[src/rtl/rst_arb_pkg.sv]
package rst_arb_pkg;

  localparam int unsigned STAT_W = 7;

  // enum value = status bit position
  typedef enum logic [2:0] {
    CZ_LOL = 3'd0,
    CZ_LOC = 3'd1,
    CZ_EXT = 3'd2,
    CZ_POR = 3'd3,
    CZ_SW  = 3'd5,
    CZ_LVD = 3'd6
  } cause_e;

  typedef enum logic [1:0] {
    ST_RUN,
    ST_WAIT,
    ST_HOLD
  } arb_st_e;

  function automatic logic [STAT_W-1:0] cause_onehot(cause_e c);
    return STAT_W'(1) << c;
  endfunction

  function automatic cause_e async_pick(logic lvd, logic loc, logic lol, logic ext);
    if (lvd)      return CZ_LVD;
    else if (loc) return CZ_LOC;
    else if (lol) return CZ_LOL;
    else if (ext) return CZ_EXT;
    else          return CZ_LOC;  // request gone before capture edge
  endfunction

  function automatic cause_e sync_pick(logic ext);
    return ext ? CZ_EXT : CZ_SW;
  endfunction

endpackage

[src/rtl/rst_arb_sync.sv]
module rst_arb_sync #(
  parameter int unsigned STAGES = 2
) (
  input  logic clk_i,
  input  logic set_i,
  output logic q_o
);
  logic [STAGES-1:0] ff_q;

  // asserts asynchronously, releases through STAGES flops
  always_ff @(posedge clk_i or posedge set_i) begin
    if (set_i) ff_q <= '1;
    else       ff_q <= {ff_q[STAGES-2:0], 1'b0};
  end

  assign q_o = ff_q[STAGES-1];
endmodule

[src/rtl/rst_arb_bmon.sv]
module rst_arb_bmon #(
  parameter int unsigned CNT_W = 8
) (
  input  logic             clk_i,
  input  logic             rst_ni,
  input  logic             clr_i,
  input  logic             start_i,
  input  logic             done_i,
  input  logic             active_i,
  input  logic [CNT_W-1:0] limit_i,
  output logic             busy_o,
  output logic             abort_o
);
  localparam logic [CNT_W-1:0] AGE_MAX = '1;

  logic             busy_q;
  logic [CNT_W-1:0] age_q;

  assign abort_o = busy_q & active_i & (age_q >= limit_i);
  assign busy_o  = busy_q;

  always_ff @(posedge clk_i or negedge rst_ni) begin
    if (!rst_ni) begin
      busy_q <= 1'b0;
      age_q  <= '0;
    end else if (clr_i) begin
      busy_q <= 1'b0;
      age_q  <= '0;
    end else if (!busy_q) begin
      if (start_i) begin
        busy_q <= 1'b1;
        age_q  <= '0;
      end
    end else if (done_i || abort_o) begin
      busy_q <= 1'b0;
    end else if (age_q != AGE_MAX) begin
      age_q <= age_q + 1'b1;
    end
  end
endmodule

[src/rtl/rst_arb_fsm.sv]
module rst_arb_fsm
  import rst_arb_pkg::*;
#(
  parameter int unsigned HOLD_CYC = 16
) (
  input  logic              clk_i,
  input  logic              rst_ni,
  input  logic              async_s_i,
  input  cause_e            async_cause_i,
  input  logic              sync_req_i,
  input  cause_e            sync_cause_i,
  input  logic              busy_i,
  output logic              sys_rst_o,
  output logic              wait_o,
  output logic [STAT_W-1:0] status_o
);
  localparam int unsigned CW = $clog2(HOLD_CYC + 1);
  localparam logic [CW-1:0] RELOAD = CW'(HOLD_CYC - 1);

  arb_st_e           st_q;
  cause_e            cause_q;
  logic [CW-1:0]     cnt_q;
  logic [STAT_W-1:0] stat_q;
  logic              req_any;

  assign req_any   = async_s_i | sync_req_i;
  assign sys_rst_o = (st_q == ST_HOLD) | async_s_i;
  assign wait_o    = (st_q == ST_WAIT);
  assign status_o  = stat_q;

  always_ff @(posedge clk_i or negedge rst_ni) begin
    if (!rst_ni) begin
      st_q    <= ST_HOLD;
      cause_q <= CZ_POR;
      cnt_q   <= RELOAD;
      stat_q  <= cause_onehot(CZ_POR);
    end else begin
      unique case (st_q)
        ST_RUN: begin
          if (async_s_i) begin
            st_q    <= ST_HOLD;
            cause_q <= async_cause_i;
            cnt_q   <= RELOAD;
          end else if (sync_req_i) begin
            cause_q <= sync_cause_i;
            cnt_q   <= RELOAD;
            st_q    <= busy_i ? ST_WAIT : ST_HOLD;
          end
        end
        ST_WAIT: begin
          if (async_s_i) begin
            st_q    <= ST_HOLD;
            cause_q <= async_cause_i;
            cnt_q   <= RELOAD;
          end else if (!busy_i) begin
            st_q  <= ST_HOLD;
            cnt_q <= RELOAD;
          end
        end
        ST_HOLD: begin
          if (req_any) begin
            cnt_q <= RELOAD;
          end else if (cnt_q == '0) begin
            st_q   <= ST_RUN;
            stat_q <= cause_onehot(cause_q);
          end else begin
            cnt_q <= cnt_q - 1'b1;
          end
        end
        default: st_q <= ST_HOLD;
      endcase
    end
  end
endmodule

[src/rtl/rst_arb_ctrl.sv]
module rst_arb_ctrl
  import rst_arb_pkg::*;
#(
  parameter int unsigned HOLD_CYCLES = 16,
  parameter int unsigned SYNC_STAGES = 2,
  parameter int unsigned BMT_W       = 8,
  parameter int unsigned BMT_DEFAULT = 64
) (
  input  logic             clk_i,
  input  logic             rst_ni,
  input  logic             ext_req_i,
  input  logic             loc_req_i,
  input  logic             lol_req_i,
  input  logic             lvd_req_i,
  input  logic             sw_req_i,
  input  logic             stop_mode_i,
  input  logic             bus_start_i,
  input  logic             bus_done_i,
  input  logic             cfg_we_i,
  input  logic             cfg_bme_i,
  input  logic [BMT_W-1:0] cfg_bmt_i,
  output logic             sys_rst_o,
  output logic             bmon_active_o,
  output logic             bmon_abort_o,
  output logic [6:0]       rst_status_o
);
  localparam logic [BMT_W-1:0] BMT_RST = BMT_W'(BMT_DEFAULT);

  logic             ext_async, ext_sync;
  logic             async_set, async_s;
  logic             sync_req;
  logic             busy, wait_st;
  logic             bme_q;
  logic [BMT_W-1:0] bmt_q;
  cause_e           async_cause, sync_cause;

  assign ext_async   = ext_req_i & stop_mode_i;
  assign ext_sync    = ext_req_i & ~stop_mode_i;
  assign async_set   = ~rst_ni | lvd_req_i | loc_req_i | lol_req_i | ext_async;
  assign sync_req    = sw_req_i | ext_sync;
  assign async_cause = async_pick(lvd_req_i, loc_req_i, lol_req_i, ext_async);
  assign sync_cause  = sync_pick(ext_sync);

  // monitor config, restored only by power-on
  always_ff @(posedge clk_i or negedge rst_ni) begin
    if (!rst_ni) begin
      bme_q <= 1'b0;
      bmt_q <= BMT_RST;
    end else if (cfg_we_i) begin
      bme_q <= cfg_bme_i;
      bmt_q <= cfg_bmt_i;
    end
  end

  rst_arb_sync #(.STAGES(SYNC_STAGES)) u_sync (
    .clk_i (clk_i),
    .set_i (async_set),
    .q_o   (async_s)
  );

  rst_arb_fsm #(.HOLD_CYC(HOLD_CYCLES)) u_fsm (
    .clk_i         (clk_i),
    .rst_ni        (rst_ni),
    .async_s_i     (async_s),
    .async_cause_i (async_cause),
    .sync_req_i    (sync_req),
    .sync_cause_i  (sync_cause),
    .busy_i        (busy),
    .sys_rst_o     (sys_rst_o),
    .wait_o        (wait_st),
    .status_o      (rst_status_o)
  );

  assign bmon_active_o = bme_q | wait_st;

  rst_arb_bmon #(.CNT_W(BMT_W)) u_bmon (
    .clk_i    (clk_i),
    .rst_ni   (rst_ni),
    .clr_i    (sys_rst_o),
    .start_i  (bus_start_i),
    .done_i   (bus_done_i),
    .active_i (bmon_active_o),
    .limit_i  (bmt_q),
    .busy_o   (busy),
    .abort_o  (bmon_abort_o)
  );
endmodule

[config.mk]
export PLATFORM = sky130hd
export DESIGN_NAME = rst_arb_ctrl
export DESIGN_NICKNAME = d
export VERILOG_FILES = /design/src/rtl/rst_arb_pkg.sv /design/src/rtl/rst_arb_sync.sv /design/src/rtl/rst_arb_bmon.sv /design/src/rtl/rst_arb_fsm.sv /design/src/rtl/rst_arb_ctrl.sv
export SDC_FILE = /design/constraint.sdc
export NUM_CORES = 1
export LEC_CHECK = 0
export BUFFER_PORTS_ARGS = -buffer_cell sky130_fd_sc_hd__buf_2
export CORE_ASPECT_RATIO = 1.2
export CORE_UTILIZATION = 55
export DETAILED_ROUTE_END_ITERATION = 8
export GPL_TIMING_DRIVEN = 1
export PLACE_DENSITY = 0.77
export SYNTH_ARGS = -nofsm -noshare
export SYNTH_HDL_FRONTEND = slang
export SYNTH_SLANG_ARGS = --single-unit
[constraint.sdc]
create_clock -name clk_i -period 4.6 [get_ports clk_i]
set_input_delay 0.92 -clock clk_i [delete_from_list [all_inputs] [get_ports clk_i]]
set_output_delay 0.92 -clock clk_i [all_outputs]
set_load 0.005 [all_outputs]
# Yosys cells after proc, flatten, opt, wreduce, memory -nomap -nowiden
# Cells that the tools add are included.
[word_totals] regBits=37
[op_classes] n_mux=33 n_reduce_logical=11 shift=1 add_sub_neg=2 bitwise_logic=15 order_cmp=1 eq_ne=11
[ops] op="8-bit 2-to-1 mux" count=5
[ops] op="5-bit 2-to-1 mux" count=6
[ops] op="2-bit 2-to-1 mux" count=10
[ops] op="3-bit 2-to-1 mux" count=5
[ops] op="5-bit case mux with 3 select lines" count=1
[ops] op="3-bit != test (second input constant)" count=3
[ops] op="3-bit AND reduction" count=3
[ops] op="8-bit by 1-bit adder with 8-bit output (second input constant)" count=1
[ops] op="8-bit >= comparator" count=1
[ops] op="8-bit != test (second input constant)" count=1
[ops] op="1-bit bitwise OR" count=8
[ops] op="4-bit AND reduction" count=2
[ops] op="1-bit by 3-bit << shifter with 7-bit output (first input constant)" count=1
[ops] op="3-bit by 2-bit != test with 1-bit output (second input constant)" count=2
[ops] op="2-bit case mux with 3 select lines" count=1
[ops] op="3-bit case mux with 2 select lines" count=1
[ops] op="3-bit nonzero test" count=2
[ops] op="5-bit logical NOT" count=1
[ops] op="5-bit by 1-bit subtractor with 5-bit output (second input constant)" count=1
[ops] op="1-bit AND" count=4
[ops] op="1-bit 2-to-1 mux" count=4
[ops] op="2-bit != test (second input constant)" count=2
[ops] op="1-bit NOT" count=3
[ops] op="2-bit by 1-bit == test with 1-bit output (second input constant)" count=1
[ops] op="5 further kinds" count=5

# Logic depth before layout (Yosys ltp)
# Gate-level depths: netlist of run 1.
[depth] ltp_word=8 ltp_mapped=8 mapped_depth_nobuf=8

# By module
# From an unflattened synthesis of run 1, not the netlist that was laid out.
[unflattened] cells_unflattened=206 area_unflattened_um2=2182.1
[by_module_without_submodules] module="rst_arb_fsm" cells_each=90 area_each_um2=924.6 seq_area_each_um2=435.4 n_inst=1
[by_module_without_submodules] module="rst_arb_bmon" cells_each=83 area_each_um2=762.0 seq_area_each_um2=225.2 n_inst=1
[by_module_without_submodules] module="rst_arb_ctrl" cells_each=29 area_each_um2=435.4 seq_area_each_um2=226.5 n_inst=1
[by_module_without_submodules] module="rst_arb_sync" cells_each=4 area_each_um2=60.1 seq_area_each_um2=52.6 n_inst=1

# Worst setup path after synthesis of run 1
# OpenSTA, ideal clock, no wires.
[synth_timing] path_kind="register to output" startpoint="register u_bmon.age_q[0]" endpoint="output bmon_abort_o" setup_slack_ns=2.197 required_time_ns=3.680 stages_incl_launch_ff=7 n_path_buf=0 arrival_ns=1.483 path_cell_list="dfrtp_1 inv_1 ha_1 nand2b_4 a2111o_1 a21oi_4 nor2_1"
[synth_via] elab_chain_len=2
[synth_rtl] element="from (decl)" line_no="rst_arb_bmon.sv:17" rtl="logic [CNT_W-1:0] age_q;"
[synth_rtl] element="from (signal assigned)" line_no="rst_arb_bmon.sv:37" rtl="age_q <= age_q + 1'b1;"
[synth_rtl] element="8-bit >= comparator" line_no="rst_arb_bmon.sv:19" rtl="assign abort_o = busy_q & active_i & (age_q >= limit_i);"
[synth_rtl] element="1-bit AND" line_no="rst_arb_bmon.sv:19"
[synth_rtl] element="to (decl)" line_no="rst_arb_ctrl.sv:24" rtl="output logic bmon_abort_o,"
# Every way passes these cells.

# Worst setup path in the final report of run 1
# Same ends and word-level chain as after synthesis.

==> reports/results.ini, run 1 <==
[grt]
antenna_found_initial = 0
grt_usage_pct = 21.9
grt_pass1_vias = 1616
grt_max_degree = 37
grt_pass1_wl_um = 6740
overflow = 0

[drt]
post_drt_wl_per_cell_um = 13.2
antenna_left = 0
drt-total-wl_um = 3990
vias_per_cell = 5.51
num_vias = 1665
first_pass_iters = 4
first_iter_violations = 92
drc_errors = 0

[die]
die_area_um2 = 4050
fp.dieW_um = 58.3
die_h_um = 69.5
initial_utilization_pct = 57.5
num_io_pins = 30
num_rows = 24
core-area_um2 = 3630

[critical_path]
path_cells = inv_1, ha_1, nand2b_4, a2111o_1, a21oi_4, nor2_1, buf_2
cp-start-kind = register
critical-path-slowest-cell = a2111o_1
cp_num_buf_inv = 2
path_class = reg2out
worst_path_dominant_cell_family = compound AO/OA/AOI/OAI gates
slowest_delay_ns = 0.44
end_kind = primary output
crit_required_ns = 3.68
path_max_fanout = 4
arrival_ns = 1.98

[cts]
clk_latency_ns = 0.29
cts-root-buf = clkbuf_8
htree_levels = 2
clk_pin_slew_ns = 0.07
cts.sinks = 37
cts_inserted_buffers = 5
cts_hold_buf = 0
tritoncts = done
cts_setup_buffers = 0
cts_buffer_depth = 2
ctsResizeCount = 0

[timing]
relSlewSlack_pct = 47.7
finalClockSkew_ns = 0.00890
finalCritPeriodShare_pct = 63.0
worst_pin_slew_ns = 0.785
hold_violations = 0
finalMaxSlewViolations = 0
rsz0062_at_grt = false
finalSetupTns_ns = 0
fmax_ghz = 0.345
setup_viol_count_final = 0
fin_crit_ns = 2.90
final.setup.worst_slack_ns = 1.70

[place]
dpl.hpwl_um = 2920
io_buffer_count = 29
pre_cts_ws_ns = 1.98
routabilityCongestion = 0.788

[layout]
layout_common_cells = buf_2, nand2_1, dfrtp_1
area_growth_pct = 13.3
n_antenna_cell = 0
drive_gt1_share_pct = 25.6
fin_nets = 280
final_common_cell = buf_2
final_util_pct = 65.2
fill_cells = 316

[power]
switchingPower_uw = 159
comb_power_share_pct = 9.1
power.density_nw_per_um2 = 279
switching_share_pct = 24.1
leakage_nw = 1.08
peakVddDrop_v = 0.000192
p_clk_share_pct = 37.9
p_int_uw = 501
power_frac_seq_pct = 53.0

[synth]
syn_area_um2 = 2090
yosys_warnings = 0
yosysTopAreaCellShare_pct = 31.1
ys_dominant_reg_cell = dfrtp_1
synth_edf_count = 0
ys_ff_latch = 37
yosys.cell_types.count = 49
netlist_instances = 219
synth_top_area_cell = dfrtp_1
synthesis.nets = 250
avgSynthCellArea_um2 = 9.55
synth_area_leaders = dfrtp_1, dfstp_2, ha_1
async_flop_share_pct = 100
synth.yosys.seq_area_share_pct = 44.9

[run]
maxCapViolations = 0

[outcome]
status = complete, no violations

[hold_path]
hp-class = reg2reg

## Yosys cell counts, types with 2 or more instances
cell       number
o21ai_1         2
a21oi_1        15
nor3_1          5
and2_1          2
and3_1          2
o41ai_1         4
nor2b_1         4
or4b_1          2
o2bb2ai_1       3
mux2_2          4
inv_1          19
clkbuf_1        3
nand3_1        10
nor2_1         16
o22ai_1         3
dfstp_2        11
o21ai_0        13
nand2_1        28
nand4_1         3
a31oi_1         5
nand3b_1        2
dfrtp_1        26
ha_1           11
## final timing paths
kind	startpoint	endpoint	slack [ns]	cells past startpoint
max	u_bmon.age_q[0]	bmon_abort_o	1.70	7
min	u_sync.ff_q[0]	u_sync.ff_q[1]	0.36	0
max reg2reg	u_bmon.age_q[0]	u_bmon.age_q[3]	2.22	8
min reg2reg	u_sync.ff_q[0]	u_sync.ff_q[1]	0.36	0
max in group asynchronous	rst_ni	u_sync.ff_q[1]	3.07	3
min in group asynchronous	rst_ni	u_fsm.status_o[2]	0.71	1
## area by class of cell
class | instances | area (um^2) | area share [%]
clock buffers | 7 | 96.3 | 4.07
clock inverters | 1 | 5.00 | 0.211
inverters | 19 | 71.3 | 3.01
multi-input cells | 157 | 1050 | 44.2
flip-flops and latches | 37 | 940 | 39.7
well taps | 52 | 65.1 | 2.75
repair buffers | 29 | 145 | 6.13
## cells by family after synthesis
group,synth area share (%)
fa+ha+maj,6.58
simple gates,21.2
mux,3.23
compound gates,18.9
flops,44.9
buf+inv,5.03
other cells,0.179
## registers in the layout (all words and copies together), names as in the netlist
| signal | flops |
|---|---|
| u_bmon.age_q | 8 |
| u_fsm.st_q | 2 |
| bme_q | 1 |
| u_bmon.busy_o | 1 |
| bmt_q | 8 |
| u_fsm.cnt_q | 5 |
| u_fsm.cause_q | 3 |
| u_sync.ff_q | 2 |
| u_fsm.status_o | 7 |
## metal layers
layer	part of all wire [%]	vias to the layer above	global-route usage (%)	wire [um]
met5	0	-	0	0
met1	43	778	25.3	1720
met2	51	48	37.2	2040
li1	-	830	-	-
met4	2.3	0	11.4	91
met3	3.5	9	4.66	140
## worst register-to-register path, delay by kind of cell, from the launching register on
family,cells,cell delay [ns]
buffers and inverters,1,0.06
AO/OA/AOI/OAI,4,0.96
adder cells (fa/ha/maj),1,0.27
AND/OR/NAND/NOR,2,0.60
flip-flops,1,0.40
## power by group through the flow
stage | sequential, mW | combinational (mW) | clock [mW]
floorplan | 0.351 | 0.0393 | 0
global placement | 0.355 | 0.0585 | 0
detailed placement | 0.355 | 0.0605 | 0
CTS | 0.350 | 0.0609 | 0.255
global route | 0.350 | 0.0688 | 0.265
finish | 0.350 | 0.0599 | 0.250
## metrics by stage
| stage | total power [mW] | hold slack [ns] | area, um^2 | std cells |
|---|---|---|---|---|
| finish | 0.660 | 0.356 | 2370 | 302 |
| detailed placement | 0.416 | 0.348 | 2270 | 294 |
| global route | 0.684 | 0.365 | 2370 | 302 |
| floorplan | 0.391 | 0.345 | 2090 | 219 |
| global placement | 0.414 | 0.346 | 2270 | 294 |
| CTS | 0.665 | 0.358 | 2370 | 302 |
Power figures use the tool's default switching activity.
==> run 2, diff against run 1 <==
==> constraint.sdc (replaced) <==
create_clock -name clk_i -period 2.9 [get_ports clk_i]
set_input_delay 0.58 -clock clk_i [delete_from_list [all_inputs] [get_ports clk_i]]
set_output_delay 0.58 -clock clk_i [all_outputs]
set_load 0.005 [all_outputs]
==> reports/results.ini, run 2 (synthesis gave the netlist of run 1 again) <==
[outcome]
status = complete, no violations

[power]
p_clk_share_pct = 34.2  ; -3.7 points
p_int_uw = 751  ; +50%
comb_power_share_pct = 9.7  ; +0.6 points
power_uw = 989  ; +50%
switchingPower_uw = 238  ; +50%
leakage_nw = 1.07  ; -0.93%
switching_share_pct = 24.0  ; -0.066 points
power_frac_seq_pct = 56.1  ; +3.1 points
power.density_nw_per_um2 = 420  ; +51%
peakVddDrop_v = 0.000317  ; +65%

[timing]
final.setup.worst_slack_ns = 0.337  ; -1.36 ns
finalMaxSlewViolations = 0  ; unchanged
hold-worst-slack_ns = 0.185  ; -0.171 ns
finalCritPeriodShare_pct = 88.4
finalSetupTns_ns = 0  ; unchanged
rsz0062_at_grt = false
setup_viol_count_final = 0  ; unchanged
fin_crit_ns = 2.56
hold_violations = 0  ; unchanged
fmax_ghz = 0.390
finalClockSkew_ns = 0.00264  ; -0.00626 ns

[layout]
n_antenna_cell = 0  ; unchanged
drive_gt1_share_pct = 24.7  ; -0.90 points
layout_common_cells = buf_2, nand2_1, dfrtp_1
area_growth_pct = 12.6
final_common_cell = buf_2
fin_nets = 281  ; +0.36%

[critical_path]
end_kind = primary output
rr_worst_depth = 8  ; unchanged
ff2ff_setup_slack_ns = 0.54  ; -1.68 ns
cp-start-kind = register
arrival_ns = 1.98  ; about the same
r2r-start = u_bmon.age_q[0]
crit_required_ns = 2.32  ; -1.36 ns
path_class = reg2out
r2r_end = u_bmon.age_q[3]
path_max_fanout = 4  ; unchanged

[grt]
grt_usage_pct = 22.2  ; +0.28 points
grt_most_used_layer = met2
overflow = 0  ; unchanged
grt_pass1_wl_um = 6890  ; +2.2%
grt_use_met1_pct = 28.8  ; +3.5 points
grt_max_degree = 23  ; -38%
grt_use_met2_pct = 35.9  ; -1.3 points
met3_usage_pct = 5.41  ; +0.75 points
antenna_found_initial = 0  ; unchanged
grt_pass1_vias = 1565  ; -3.2%

[drt]
drc_errors = 0  ; unchanged
num_vias = 1643  ; -1.3%
first_pass_iters = 4  ; unchanged
post_drt_wl_per_cell_um = 12.8  ; -3.2%
antenna_left = 0  ; unchanged
first_iter_violations = 85  ; -7.6%
drt-total-wl_um = 3880  ; -2.8%
vias_per_cell = 5.42  ; -1.6%

[die]
core-area_um2 = 3630  ; unchanged
die_area_um2 = 4050  ; unchanged
die_h_um = 69.5  ; unchanged
initial_utilization_pct = 57.5  ; unchanged
fp.dieW_um = 58.3  ; unchanged
num_rows = 24  ; unchanged
num_io_pins = 30  ; unchanged

[place]
routabilityCongestion = 0.830  ; +5.3%
pre_cts_ws_ns = 0.581  ; -1.40 ns
dpl.hpwl_um = 2980  ; +2.2%
io_buffer_count = 29  ; unchanged

[cts]
cts_setup_buffers = 0  ; unchanged
clk_pin_slew_ns = 0.07  ; about the same
cts_buffer_depth = 2  ; unchanged
tritoncts = done
ctsResizeCount = 0  ; unchanged
cts.sinks = 37  ; unchanged
cts_hold_buf = 0  ; unchanged
cts-root-buf = clkbuf_8
htree_levels = 2  ; unchanged
clk_latency_ns = 0.28  ; about the same
cts_inserted_buffers = 5  ; unchanged

[run]
maxCapViolations = 0  ; unchanged

[hold_path]
hp-class = in2async

run 2: changes by cell type in the layout (fill, tap and decap cells not counted), sizes merged:
cell,previous run,this run
buf,29,30
clkbuf,7,8
clkinv,1,0
run 2: critical path, stage by stage (launching register included):
cell	delay, ns
dfrtp_1	0.39
inv_1	0.06
ha_1	0.27
nand2b_4	0.13
a2111o_1	0.43
a21oi_4	0.21
nor2_1	0.07
buf_2	0.13
run 2: cell type report:
type	instances	area, um^2
clock buffer	8	80.1
multi-input combinational	157	1050
tap	52	65.1
sequential	37	940
fill	320	1280
inverter	19	71.3
timing repair buffer	30	153
run 2: through the flow:
step                instance area [um^2]  instances  utilization [%]
floorplan                           2090        219                -
global placement                    2270        295             62.6
detailed placement                  2270        295             62.6
CTS                                 2350        303             64.8
global route                        2350        303             64.8
finish                              2350        303             64.8
run 2: metal layers:
layer	wire length [um]	vias to the layer above
li1	-	835
met1	1780	771
met2	1930	32
met3	126	5
met4	46	0
met5	0	-
run 2: worst max path at each step:
| stage | from | end | slack [ns] | cells past startpoint |
|---|---|---|---|---|
| 2_1_floorplan | u_bmon.age_q[0] | u_bmon.age_q[3] | 0.69 | 8 |
| 3_3_place_gp | u_bmon.age_q[0] | u_bmon.age_q[4] | 0.62 | 8 |
| 3_5_place_dp | u_bmon.age_q[0] | u_bmon.age_q[3] | 0.58 | 8 |
| 4_1_cts | u_bmon.age_q[0] | bmon_abort_o | 0.32 | 7 |
| 5_1_grt | u_bmon.age_q[0] | bmon_abort_o | 0.27 | 7 |
| 6_report | u_bmon.age_q[0] | bmon_abort_o | 0.34 | 7 |
run 2: power groups by stage:
stage	logic, mW	clock network, mW	registers, mW
3_5_place_dp	0.0968	0	0.564
5_1_grt	0.111	0.367	0.557
6_report	0.0961	0.338	0.555
2_1_floorplan	0.0623	0	0.557
4_1_cts	0.0975	0.349	0.555
3_3_place_gp	0.0941	0	0.563
